`config.mk`:
```
export PLATFORM = sky130hd
export DESIGN_NAME = sat_alu
export DESIGN_NICKNAME = d
export VERILOG_FILES = /design/src/rtl/sat_alu_pkg.sv /design/src/rtl/sat_operand_sel.sv /design/src/rtl/sat_addsub_core.sv /design/src/rtl/sat_flag_gen.sv /design/src/rtl/sat_out_stage.sv /design/src/rtl/sat_alu.sv
export SDC_FILE = /design/constraint.sdc
export NUM_CORES = 1
export LEC_CHECK = 0
export BUFFER_PORTS_ARGS = -buffer_cell sky130_fd_sc_hd__buf_2
export CAP_MARGIN = 30
export CORE_ASPECT_RATIO = 1.4
export CORE_UTILIZATION = 45
export CTS_BUF_LIST = sky130_fd_sc_hd__clkbuf_8
export CTS_CLUSTER_DIAMETER = 150
export DETAILED_ROUTE_END_ITERATION = 8
export PLACE_DENSITY = 0.69
export SLEW_MARGIN = 20
export SYNTH_ARGS = -nofsm -noshare
export SYNTH_HDL_FRONTEND = slang
export SYNTH_HIERARCHICAL = 1
export SYNTH_SLANG_ARGS = --single-unit
export TNS_END_PERCENT = 1
```
`constraint.sdc`:
```
create_clock -name clk -period 14.11 [get_ports clk]
set_clock_uncertainty 0.1 [all_clocks]
set_input_delay 1.411 -clock clk [delete_from_list [all_inputs] [get_ports clk]]
set_output_delay 1.411 -clock clk [all_outputs]
set_load 0.01 [all_outputs]
```
`src/rtl/sat_alu_pkg.sv`:
```
package sat_alu_pkg;

  typedef enum logic [2:0] {
    OP_ADD_REG  = 3'd0,
    OP_ADD_SHRT = 3'd1,
    OP_SUB_REG  = 3'd2,
    OP_SUB_REV  = 3'd3,
    OP_SUB_LONG = 3'd4
  } sat_op_e;

  typedef struct packed {
    logic cy;
    logic ov;
    logic s;
    logic z;
    logic sat;
  } sat_flags_t;

  localparam int FLAG_BITS = 5;

endpackage

```
`src/rtl/sat_operand_sel.sv`:
```
module sat_operand_sel
  import sat_alu_pkg::*;
#(
  parameter int W     = 32,
  parameter int IMM_S = 5,
  parameter int IMM_L = 16
) (
  input  logic [2:0]       op,
  input  logic [W-1:0]     dst,
  input  logic [W-1:0]     src,
  input  logic [IMM_L-1:0] imm,
  output logic [W-1:0]     opa,
  output logic [W-1:0]     opb,
  output logic             subtract
);

  localparam int PAD_S = W - IMM_S;
  localparam int PAD_L = W - IMM_L;

  logic [W-1:0] imm_short_x;
  logic [W-1:0] imm_long_x;
  sat_op_e      op_e;

  assign imm_short_x = {{PAD_S{imm[IMM_S-1]}}, imm[IMM_S-1:0]};
  assign imm_long_x  = {{PAD_L{imm[IMM_L-1]}}, imm};
  assign op_e        = sat_op_e'(op);

  always_comb begin
    opa      = dst;
    opb      = src;
    subtract = 1'b0;
    case (op_e)
      OP_ADD_SHRT: begin
        opb = imm_short_x;
      end
      OP_SUB_REG: begin
        subtract = 1'b1;
      end
      OP_SUB_REV: begin
        opa      = src;
        opb      = dst;
        subtract = 1'b1;
      end
      OP_SUB_LONG: begin
        opa      = src;
        opb      = imm_long_x;
        subtract = 1'b1;
      end
      default: begin
        opa      = dst;
        opb      = src;
        subtract = 1'b0;
      end
    endcase
  end

endmodule

```
`src/rtl/sat_addsub_core.sv`:
```
module sat_addsub_core #(
  parameter int W = 32
) (
  input  logic [W-1:0] opa,
  input  logic [W-1:0] opb,
  input  logic         subtract,
  output logic [W-1:0] res,
  output logic         carry_flag,
  output logic         clamped
);

  localparam logic [W-1:0] POS_LIMIT = {1'b0, {(W-1){1'b1}}};
  localparam logic [W-1:0] NEG_LIMIT = {1'b1, {(W-1){1'b0}}};

  logic [W-1:0] addend;
  logic [W:0]   wide;
  logic [W-1:0] raw;
  logic         addend_sign;

  // Subtraction as a + ~b + 1, so the carry out is the inverted borrow.
  assign addend      = subtract ? ~opb : opb;
  assign wide        = {1'b0, opa} + {1'b0, addend} + {{W{1'b0}}, subtract};
  assign raw         = wide[W-1:0];
  assign addend_sign = addend[W-1];

  assign carry_flag = subtract ? ~wide[W] : wide[W];
  assign clamped    = (opa[W-1] == addend_sign) && (raw[W-1] != opa[W-1]);

  always_comb begin
    if (!clamped)       res = raw;
    else if (opa[W-1])  res = NEG_LIMIT;
    else                res = POS_LIMIT;
  end

endmodule

```
`src/rtl/sat_flag_gen.sv`:
```
module sat_flag_gen
  import sat_alu_pkg::*;
#(
  parameter int W = 32
) (
  input  logic [W-1:0] res,
  input  logic         carry_flag,
  input  logic         clamped,
  input  logic         sat_prev,
  output sat_flags_t   flags
);

  always_comb begin
    flags.cy  = carry_flag;
    flags.ov  = clamped;
    flags.s   = res[W-1];
    flags.z   = (res == '0);
    flags.sat = sat_prev | clamped;
  end

endmodule

```
`src/rtl/sat_out_stage.sv`:
```
module sat_out_stage #(
  parameter int DW      = 37,
  parameter bit REG_OUT = 1'b1
) (
  input  logic          clk,
  input  logic          rst_n,
  input  logic          up_valid,
  output logic          up_ready,
  input  logic [DW-1:0] up_data,
  output logic          dn_valid,
  input  logic          dn_ready,
  output logic [DW-1:0] dn_data
);

  generate
    if (REG_OUT) begin : g_reg
      logic          vld_q;
      logic [DW-1:0] data_q;

      assign up_ready = !vld_q || dn_ready;

      always_ff @(posedge clk) begin
        if (!rst_n) begin
          vld_q <= 1'b0;
        end else if (up_ready) begin
          vld_q <= up_valid;
        end
      end

      always_ff @(posedge clk) begin
        if (up_ready && up_valid) data_q <= up_data;
      end

      assign dn_valid = vld_q;
      assign dn_data  = data_q;
    end else begin : g_pass
      logic unused_pass;
      assign unused_pass = clk ^ rst_n;
      assign up_ready    = dn_ready;
      assign dn_valid    = up_valid;
      assign dn_data     = up_data;
    end
  endgenerate

endmodule

```
`src/rtl/sat_alu.sv`:
```
module sat_alu
  import sat_alu_pkg::*;
#(
  parameter int W       = 32,
  parameter int IMM_S   = 5,
  parameter int IMM_L   = 16,
  parameter bit REG_OUT = 1'b1
) (
  input  logic             clk,
  input  logic             rst_n,
  input  logic             in_valid,
  output logic             in_ready,
  input  logic [2:0]       in_op,
  input  logic [W-1:0]     in_dst,
  input  logic [W-1:0]     in_src,
  input  logic [IMM_L-1:0] in_imm,
  input  logic             in_sat,
  output logic             out_valid,
  input  logic             out_ready,
  output logic [W-1:0]     out_res,
  output logic             out_cy,
  output logic             out_ov,
  output logic             out_s,
  output logic             out_z,
  output logic             out_sat
);

  localparam int DW = W + FLAG_BITS;

  logic [W-1:0]  opa, opb, res;
  logic          subtract, carry_flag, clamped;
  sat_flags_t    flags, flags_o;
  logic [DW-1:0] pay_in, pay_out;

  sat_operand_sel #(.W(W), .IMM_S(IMM_S), .IMM_L(IMM_L)) u_sel (
    .op       (in_op),
    .dst      (in_dst),
    .src      (in_src),
    .imm      (in_imm),
    .opa      (opa),
    .opb      (opb),
    .subtract (subtract)
  );

  sat_addsub_core #(.W(W)) u_core (
    .opa        (opa),
    .opb        (opb),
    .subtract   (subtract),
    .res        (res),
    .carry_flag (carry_flag),
    .clamped    (clamped)
  );

  sat_flag_gen #(.W(W)) u_flags (
    .res        (res),
    .carry_flag (carry_flag),
    .clamped    (clamped),
    .sat_prev   (in_sat),
    .flags      (flags)
  );

  assign pay_in = {res, flags};

  sat_out_stage #(.DW(DW), .REG_OUT(REG_OUT)) u_out (
    .clk      (clk),
    .rst_n    (rst_n),
    .up_valid (in_valid),
    .up_ready (in_ready),
    .up_data  (pay_in),
    .dn_valid (out_valid),
    .dn_ready (out_ready),
    .dn_data  (pay_out)
  );

  assign out_res = pay_out[DW-1:FLAG_BITS];
  assign flags_o = pay_out[FLAG_BITS-1:0];
  assign out_cy  = flags_o.cy;
  assign out_ov  = flags_o.ov;
  assign out_s   = flags_o.s;
  assign out_z   = flags_o.z;
  assign out_sat = flags_o.sat;

endmodule

```
==> results by group <==
Yosys
  – Synth top area share: 22.65%
  – Synth area leaders: edfxtp_1 23%, ha_1 7.9%, xor2_1 7.9%
  – Post-Synthesis Net Count: 664
  – Synth unique cells: 79
  – Syn_area_per_cell: 9.016 sq um
  – Seq/Total Area, Yosys: 23.06%
  – Ys Warns: 6
  – Netlist Area Pre-Place: 4905 sq um
  – EDFF count, synth: 37
  – Main flop type after synthesis: edfxtp_1
  – Synth Instances: 544
  – Synth area leader: edfxtp_1
  – Async SR Flop Fraction: 0%
  – Flops & latches, synth: 38

Die
  – Row count: 44
  – I/O pins: 127
  – Full die area: 11330 sq um
  – Die H: 125.5 microns
  – Core region area: 10460 sq um
  – Die Wd: 90.24 microns
  – Starting density of the core: 46.89%

Routing
  – Drt pass-1 iters: 5
  – Initial DRC count: 205
  – Final ANT Viol Nets: 0
  – Via count: 4558
  – Average wire per standard cell: 16.07 microns
  – WL final: 12410 microns
  – DRC: 0
  – Via/cell ratio: 5.904

Timing
  – Fmax: 151.8 MHz
  – Final count of hold timing violations: 0
  – Max-slew violations: 0
  – Setup TNS: 0 ns
  – Worst-Margin Slew: 0.8452 ns
  – Setup violations, final: 0
  – Final period util: 46.69%
  – Period minus WS final: 6.588 ns
  – Rel. slew slack: 43.65%
  – RSZ-0062 raised after global routing: false

Clock tree
  – Clock-pin slew on the worst setup and hold paths: 0.07 ns
  – Clk sinks: 38
  – Clk Latency, worst-skew pair: 0.28 ns
  – Post-CTS Setup Inserts: 0
  – CTS buffer count: 5
  – Clk root buf: clkbuf_8
  – H-tree levels: 2
  – CTS Hold Bufs: 0
  – Bufs on Longest Clock Path: 2
  – CTS tree: done
  – Post-cts sizing count: 0

GRT
  – Gr ovfl total: 0
  – All-Layer GR Usage: 21.17%
  – Largest net degree at the start of global routing: 38
  – Antenna violations before repair: 0
  – Global-route wire length before repair: 19890 microns
  – Vias in the first global route: 4174

Place
  – Routability congestion estimate: 0.9222
  – Detail Placement HPWL: 10120 microns
  – Placed inst area: 5464 sq um
  – IO Port Bufs: 126

Flow run
  – Max-cap viol count: 0

Final layout
  – Share of layout cells above drive strength 1: 31.07%
  – Layout net count: 753
  – Final instance area: 5555 sq um
  – Area growth syn-to-layout: 13.27%
  – Number of diodes: 0

Power and ir drop
  – VDD IR max: 0.03964 mV
  – Leak pwr: 2.394 nW
  – Power Density: 124.6 nW/um^2

Critical path
  – Crit path capture type: flop
  – Crit path launch type: primary input
  – Slowest CP cell: nand2b_1
  – WS Path Type: primary input to flop
  – CP Data Arrival Time: 6.63 ns
  – Max incr delay on CP: 0.66 ns
  – Crit-path max FO: 32
  – Reg2Reg Setup Slack: 12.80 ns
  – Worst path cell trace: buf_2 -> or3b_4 -> nand2_2 -> mux2_2 -> ha_1 -> and3_1 -> and4_1 -> a221o_1 -> a211oi_2 -> o31a_4 -> o21a_1 -> nand2b_1 -> o21ai_0 -> nor4_2 -> nand4_1 -> nor2_1
  – Worst endpoint required time: 14.16 ns

Status
  – Status: completed

Worst hold path
  – HP Class: flop to flop
## critical path: cells and delay by family
kind / cells / cell delay (ns)
multiplexers: 1 / 0.43
buffers and inverters: 1 / 0.30
adder cells (fa/ha/maj): 1 / 0.38
AND/OR/NAND/NOR: 8 / 2.74
AO/OA/AOI/OAI: 5 / 1.36
## power by group
group | switching [W] | leakage (nW) | internal [W] | total (W)
Sequential | 0.00000754 | 0.371 | 0.000174 | 0.000181
Clock | 0.0000346 | 0.0524 | 0.0000386 | 0.0000732
Combinational | 0.000262 | 1.97 | 0.000176 | 0.000438
Total | 0.000304 | 2.39 | 0.000388 | 0.000692
## synth_stat cells (all sizes together), types with 8 or more instances
library cell / n
xnor2: 12
nand2: 26
ha: 31
nor3: 8
a21oi: 31
edfxtp: 37
mux2: 33
nor4: 9
xor2: 45
inv: 13
nor2: 21
a21o: 15
o221a: 13
o21ai: 59
a221o: 18
nand3: 12
clkbuf: 20
buf: 25
nor3b: 14
## logic make-up (layout without fill, tap and decap cells)
family / after synthesis / in the layout / share of synthesized area (%)
AOI/OAI and AO/OA: 190 / 190 / 28.09
xor gates and xnor gates: 57 / 57 / 10.33
adders and majority gates: 32 / 32 / 8.316
buffers and inverters: 58 / 148 / 6.352
DFF: 38 / 38 / 23.06
muxes: 36 / 36 / 8.265
and+or+nand+nor: 133 / 133 / 15.59
## layer usage
metal  wire length, microns  vias to the layer above  GRT usage (%)
met4                    316                        0          7.875
li1                       -                     2276              -
met5                      0                        -              0
met2                   5912                      171          36.15
met1                   5595                     2088          28.18
met3                    584                       23          1.095
## sequential cells by signal, summed over array words and instances (netlist names)
register and flops:
u_out/dn_data 37, u_out/dn_valid 1
## cells in the final DEF, fill, tap and decap left out, types with 3 or more instances in the layout
cell type / n
a31oi_1: 5
and3_1: 5
mux2_1: 7
nand2b_1: 5
xor2_1: 44
o31ai_1: 7
a21oi_1: 30
clkbuf_8: 6
nand3_1: 12
o221a_2: 13
a41oi_1: 4
nor3_1: 8
nor2b_1: 6
o21ai_0: 57
nor2_1: 21
o21a_1: 6
a21o_1: 15
mux2_2: 26
buf_2: 126
edfxtp_1: 37
o21bai_1: 3
nor3b_1: 14
nor4_1: 8
xnor2_1: 12
ha_1: 31
inv_1: 14
a211oi_1: 4
nand4_1: 7
a221o_1: 18
nand2_1: 24
or3_1: 3
## stage by stage
step | instances | power, W | worst slack [ns] | hold WS [ns] | utilization [%]
final | 772 | 0.0006923 | 7.522 | 0.3990 | 53.11
after global routing | 772 | 0.0007452 | 7.116 | 0.4150 | 53.11
after CTS | 772 | 0.0006939 | 7.534 | 0.4059 | 53.11
after detailed placement | 764 | 0.0006179 | 7.285 | 0.3949 | 52.24
after global placement | 764 | 0.0006135 | 7.359 | 0.3837 | 52.24
after floorplan | 544 | 0.0005083 | 8.477 | 0.4460 | -
## path summary, 6_finish.rpt
kind | startpoint | endpoint | cells past startpoint
worst min register to register | u_out/dn_valid | u_out/dn_valid | 2
worst min-delay path | u_out/dn_valid | u_out/dn_valid | 2
worst max-delay path | in_op[2] | u_out/dn_data[1] | 16
worst max register to register | u_out/dn_valid | u_out/dn_data[2] | 2
## layout make-up
| type | instances | area, sq um |
|---|---|---|
| clock buffers | 6 | 82.58 |
| repair buffers | 127 | 638.1 |
| well taps | 138 | 172.7 |
| inverters | 13 | 48.80 |
| flip-flops and latches | 38 | 1131 |
| fillers | 991 | 4905 |
| clock inverters | 2 | 8.758 |
| multi-input cells | 448 | 3473 |
No activity file was read; power rests on OpenSTA's default activity.
